===== src/rtl/fa_cache_pkg.sv =====
package fa_cache_pkg;
  localparam int ADDR_W  = 32;
  localparam int OFF_W   = 4;
  localparam int TAG_W   = ADDR_W - OFF_W;
  localparam int LINE_B  = 1 << OFF_W;
  localparam int LINE_W  = LINE_B * 8;

  function automatic logic [TAG_W-1:0] addr_tag(input logic [ADDR_W-1:0] a);
    return a[ADDR_W-1:OFF_W];
  endfunction

  function automatic logic [OFF_W-1:0] addr_off(input logic [ADDR_W-1:0] a);
    return a[OFF_W-1:0];
  endfunction

  function automatic logic [7:0] pick_byte(input logic [LINE_W-1:0] d,
                                           input logic [OFF_W-1:0] off);
    return d[8*off +: 8];
  endfunction

  function automatic int unsigned ptr_next(input int unsigned p, input int unsigned n);
    return (p + 1 >= n) ? 0 : p + 1;
  endfunction
endpackage


===== src/rtl/fa_tag_match.sv =====
module fa_tag_match
  import fa_cache_pkg::*;
#(
  parameter int LINES = 4
) (
  input  logic [LINES-1:0][TAG_W-1:0] tags,
  input  logic [LINES-1:0]            valid,
  input  logic [TAG_W-1:0]            req_tag,
  output logic [LINES-1:0]            match
);
  for (genvar g = 0; g < LINES; g++) begin : g_cmp
    assign match[g] = valid[g] && (tags[g] == req_tag);
  end
endmodule


===== src/rtl/fa_match_encode.sv =====
module fa_match_encode #(
  parameter int LINES = 4,
  localparam int IDX_W = $clog2(LINES)
) (
  input  logic [LINES-1:0] match,
  output logic             any,
  output logic [IDX_W-1:0] idx
);
  always_comb begin
    any = |match;
    idx = '0;
    for (int i = LINES - 1; i >= 0; i--) begin
      if (match[i]) idx = IDX_W'(i);
    end
  end
endmodule


===== src/rtl/fa_victim_sel.sv =====
module fa_victim_sel #(
  parameter int LINES = 4,
  localparam int IDX_W = $clog2(LINES)
) (
  input  logic [LINES-1:0] valid,
  input  logic [LINES-1:0] same_tag,
  input  logic [IDX_W-1:0] age_ptr,
  output logic [IDX_W-1:0] slot,
  output logic             dup,
  output logic             use_age
);
  logic             have_free;
  logic [IDX_W-1:0] free_idx;
  logic [IDX_W-1:0] dup_idx;
  logic             dup_any;

  fa_match_encode #(.LINES(LINES)) u_free (
    .match(~valid), .any(have_free), .idx(free_idx)
  );
  fa_match_encode #(.LINES(LINES)) u_dup (
    .match(same_tag), .any(dup_any), .idx(dup_idx)
  );

  always_comb begin
    dup     = dup_any;
    use_age = 1'b0;
    if (dup_any)        slot = dup_idx;
    else if (have_free) slot = free_idx;
    else begin
      slot    = age_ptr;
      use_age = 1'b1;
    end
  end
endmodule


===== src/rtl/fa_cache_lookup.sv =====
module fa_cache_lookup
  import fa_cache_pkg::*;
#(
  parameter int LINES = 4,
  localparam int IDX_W = $clog2(LINES)
) (
  input  logic                  clk,
  input  logic                  rst_n,
  input  logic [ADDR_W-1:0]     lkp_addr,
  output logic                  lkp_hit,
  output logic [IDX_W-1:0]      lkp_line,
  output logic [7:0]            lkp_byte,
  input  logic                  fill_en,
  input  logic [ADDR_W-1:0]     fill_addr,
  input  logic [LINE_W-1:0]     fill_data,
  output logic [IDX_W-1:0]      fill_slot
);
  logic [LINES-1:0][TAG_W-1:0]  line_tag;
  logic [LINES-1:0][LINE_W-1:0] line_data;
  logic [LINES-1:0]             line_valid;
  logic [IDX_W-1:0]             fifo_ptr;

  logic [LINES-1:0] look_match;
  logic [LINES-1:0] fill_match;
  logic             fill_dup;
  logic             fill_age;
  logic             fill_bump;
  logic             look_any;
  logic [IDX_W-1:0] look_idx;

  fa_tag_match #(.LINES(LINES)) u_look_cmp (
    .tags(line_tag), .valid(line_valid),
    .req_tag(addr_tag(lkp_addr)), .match(look_match)
  );

  fa_tag_match #(.LINES(LINES)) u_fill_cmp (
    .tags(line_tag), .valid(line_valid),
    .req_tag(addr_tag(fill_addr)), .match(fill_match)
  );

  fa_match_encode #(.LINES(LINES)) u_look_enc (
    .match(look_match), .any(look_any), .idx(look_idx)
  );

  fa_victim_sel #(.LINES(LINES)) u_victim (
    .valid(line_valid), .same_tag(fill_match), .age_ptr(fifo_ptr),
    .slot(fill_slot), .dup(fill_dup), .use_age(fill_age)
  );

  assign fill_bump = fill_en && fill_age;

  assign lkp_hit  = look_any;
  assign lkp_line = look_idx;
  assign lkp_byte = look_any ? pick_byte(line_data[look_idx], addr_off(lkp_addr)) : 8'h00;

  always_ff @(posedge clk or negedge rst_n) begin
    if (!rst_n) begin
      line_valid <= '0;
      line_tag   <= '0;
      line_data  <= '0;
      fifo_ptr   <= '0;
    end else begin
      if (fill_en) begin
        line_valid[fill_slot] <= 1'b1;
        line_tag[fill_slot]   <= addr_tag(fill_addr);
        line_data[fill_slot]  <= fill_data;
      end
      if (fill_bump) fifo_ptr <= IDX_W'(ptr_next(int'(fifo_ptr), LINES));
    end
  end
endmodule


===== config.mk =====
export PLATFORM = sky130hd
export DESIGN_NAME = fa_cache_lookup
export DESIGN_NICKNAME = d
export VERILOG_FILES = /design/src/rtl/fa_cache_pkg.sv /design/src/rtl/fa_tag_match.sv /design/src/rtl/fa_match_encode.sv /design/src/rtl/fa_victim_sel.sv /design/src/rtl/fa_cache_lookup.sv
export SDC_FILE = /design/constraint.sdc
export NUM_CORES = 1
export LEC_CHECK = 0
export BUFFER_PORTS_ARGS = -buffer_cell sky130_fd_sc_hd__buf_2
export CAP_MARGIN = 20
export CELL_PAD_IN_SITES_DETAIL_PLACEMENT = 1
export CELL_PAD_IN_SITES_GLOBAL_PLACEMENT = 1
export CORE_ASPECT_RATIO = 0.9
export CORE_MARGIN = 2
export CORE_UTILIZATION = 35
export DETAILED_ROUTE_END_ITERATION = 10
export PLACE_DENSITY_LB_ADDON = 0.1
export SLEW_MARGIN = 20
export SYNTH_ARGS = -nofsm -noshare
export SYNTH_HDL_FRONTEND = slang
export SYNTH_SLANG_ARGS = --single-unit

===== constraint.sdc =====
create_clock -name clk -period 9.08 [get_ports clk]
set_input_delay 1.816 -clock clk [delete_from_list [all_inputs] [get_ports clk]]
set_output_delay 1.816 -clock clk [all_outputs]
set_load 0.01 [all_outputs]

==> flow_summary.yaml <==
sta:
  finalCritPeriodShare_pct: 90.3
  hold_viol: 0
  finalSetupTns_ns: 0
  setup_viol_count_final: 0
  finalMaxSlewViolations: 0
  slew_headroom_pct: 31.3
  skew_ns: 0.0223
  fmax_mhz: 122
  min_period_ns: 8.20
  rsz0062_at_grt: "false"
  worst_pin_slew_ns: 1.03
logic_synthesis:
  synth_edf_count: 0
  synth_cell_types: 61
  synth_nets: 2534
  ys.flop_type: "dfrtp_1"
  postSynthAreaPerCell_um2: 13.3
  synth.cell_area_um2: 31100
  synthCells: 2338
  ys_ff_latch: 630
  synth-seq-area-share_pct: 50.7
  yosysWarningCount: 0
  synth-async-reset-ratio_pct: 100
clock_network:
  cts.path.max_buffers: 3
  cts-resized-gates: 0
  tritoncts: "yes"
  cts_hold_buf: 0
  htreeDepth: 3
  postCtsSetupRepairBufs: 0
  clk_pin_slew_ns: 0.06
  cts_buffers: 76
  cts-root-buf: "clkbuf_16"
  worst_skew_pair.late_latency_ns: 0.62
  cts.sinks: 630
layout:
  nNetsFinal: 2685
  fin_util_pct: 40.7
  area_growth_pct: 14.9
  drive_gt1_share_pct: 40.7
  design_area_um2: 35800
global_route:
  grt_util_all_layers_pct: 20.6
  grt_antenna_before_repair: 22
  grt_pass1_vias: 21700
  grt_first_pass_wirelength_mm: 142
  grt-ovfl-total: 0
  grt_max_degree: 169
place:
  hpwlAfterDp_mm: 62.6
  place_area_um2: 33300
  gp_congestion: 0.819
  port_buffers: 203
drt:
  drt_iter0_drc: 773
  ant_nets: 0
  wl_per_cell_um: 25.2
  num_vias: 19400
  drt-total-wl_mm: 93.1
  drt_pre_antenna_iters: 4
  drc: 0
  vias_per_cell: 5.25
critical_path:
  path_class: "in -> out"
  endpoint_kind: "primary output"
  cp_data_arrival_time_ns: 6.38
  cp_max_fo: 28
  ff2ff_setup_slack_ns: 4.31
  cp-start-kind: "primary input"
  required_ns: 7.26
  worstRegToRegCells: 9
  reg2reg_from: "line_tag[76]$_DFFE_PN0P_"
  regToRegEndpoint: "line_data[454]$_DFFE_PN0P_"
floorplanning:
  io_pins: 208
  core_um2: 87900
  row_count: 103
  initial_core_util_pct: 35.4
  dieArea_um2: 91300
  die_y_um: 287
  die_x_um: 318
run_status:
  status: "complete, no violations"
hold_path:
  holdCritStartpoint: "line_data[66]$_DFFE_PN0P_"
  hp-class: "reg -> reg"
  min_path_cells: 1
  whs_endpoint: "line_data[66]$_DFFE_PN0P_"
pwr:
  p_leak_nw: 14.4
  ir_worst_vdd_mv: 0.189
  power_mw: 12.3
  powerDensity_nw_per_um2: 343
run:
  drv_cap: 0
-- area by class of cell --
cell class | count | area (µm²)
inverters | 10 | 37.5
multi-input cells | 1531 | 14600
diodes | 1 | 2.50
repair buffers | 240 | 1470
flip-flops and latches | 630 | 15800
clock inverters | 27 | 273
well taps | 1155 | 1450
clock buffers | 109 | 2210
fillers | 9130 | 52100
-- per-stage QoR --
| stage | instances | hold WS (ns) | setup slack (ns) |
|---|---|---|---|
| floorplan | 2338 | 0.471 | 2.56 |
| global placement | 3566 | 0.480 | 0.978 |
| detailed placement | 3566 | 0.486 | 0.907 |
| CTS | 3702 | 0.499 | 0.884 |
| global route | 3703 | 0.512 | 0.680 |
| finish | 3703 | 0.498 | 0.880 |
-- metal layers --
layer | routed length [µm] | global-route usage, %
met5 | 178 | 0
met3 | 4330 | 4.85
met2 | 44000 | 34.0
met4 | 2200 | 5.28
met1 | 42400 | 27.2
-- registers in the layout, indices dropped and copies added, names as in the netlist --
register,cells
fifo_ptr,2
line_data,512
line_tag,112
line_valid,4
-- Yosys cell counts (3+ instances only) --
cell       instances  area share, %
a32oi_1            9           0.25
a211oi_1           3          0.072
clkbuf_1          68           0.82
dfrtp_1          630             51
mux2i_1          244            7.8
xor2_1            95            2.7
and2_1             4          0.080
a31oi_1            3          0.060
xnor2_1          125            3.5
o211ai_1           8           0.19
a22oi_1           15           0.36
buf_6              4           0.14
nand4_1           55            1.1
a21oi_1            9           0.14
inv_1             10           0.12
a2111o_1           5           0.18
or2_2              3          0.060
mux4_2            27            2.0
mux2_4             4           0.19
and3_1             4          0.080
nand2b_1           8           0.16
nand3_1           33           0.53
buf_1             11           0.13
a211o_1            6           0.17
nor4_1            41           0.82
nor2_1            16           0.19
mux2_2           636             23
a2111oi_0          3          0.084
nor2b_1            9           0.18
a221oi_1           4           0.11
nand2_1          112            1.4
nor3_1             5          0.080
o21ai_0            4          0.064
nand3b_1           3          0.072
o22ai_1            9           0.18
buf_2             69            1.1
buf_4             15           0.36
-- worst max path at each step --
stage                             from           to  slack [ns]  depth (start not counted)
after floorplan           lkp_addr[19]  lkp_byte[0]        2.56                         15
after detailed placement  lkp_addr[30]  lkp_byte[0]        0.91                         14
after global routing      lkp_addr[30]  lkp_byte[0]        0.68                         14
final                     lkp_addr[30]  lkp_byte[0]        0.88                         14
after global placement    lkp_addr[30]  lkp_byte[0]        0.98                         14
after CTS                 lkp_addr[30]  lkp_byte[0]        0.88                         14
-- where the power goes --
group	leakage, nW	total, mW	internal [mW]	switching, mW
clock	1.23	3.05	1.83	1.22
sequential	7.43	5.17	4.30	0.872
combinational	5.77	4.07	2.27	1.80
total	14.4	12.3	8.39	3.89
-- layout by cell type (no fill, tap or decap), types with 6 or more instances in the layout --
master     count
a211o_1        6
a21oi_1        9
a22oi_1       15
a32oi_1        9
buf_12        13
buf_2        202
buf_4         24
clkbuf_1      18
clkbuf_16     79
clkbuf_8      12
clkinv_2      18
dfrtp_1      630
inv_1         10
mux2_2       636
mux2i_1      244
mux4_2        27
nand2_1      112
nand2b_1       8
nand3_1       33
nand4_1       55
nor2_1        16
nor2b_1        9
nor4_1        41
o211ai_1       8
o22ai_1        9
xnor2_1      125
xor2_1        95
-- cells by family after synthesis --
logic type / after synthesis / share of synthesized area (%)
muxes: 913 / 33.1
DFF: 630 / 50.7
AOI/OAI and AO/OA: 91 / 2.26
and+or+nand+nor: 306 / 5.08
adders and majority gates: 1 / 0.0402
xor gates and xnor gates: 220 / 6.19
buffers and inverters: 177 / 2.69
-- worst max-delay path, stage by stage --
cell,delay [ns]
buf_2,0.15
xnor2_1,0.37
nand3b_1,0.12
nor4_1,0.59
nand3_1,0.37
a221oi_4,0.38
buf_12,0.24
buf_4,0.48
mux2i_1,0.17
mux4_2,0.53
o22ai_1,0.47
a211o_1,0.31
a2111o_1,0.19
buf_2,0.14
Power figures use the tool's default switching activity.
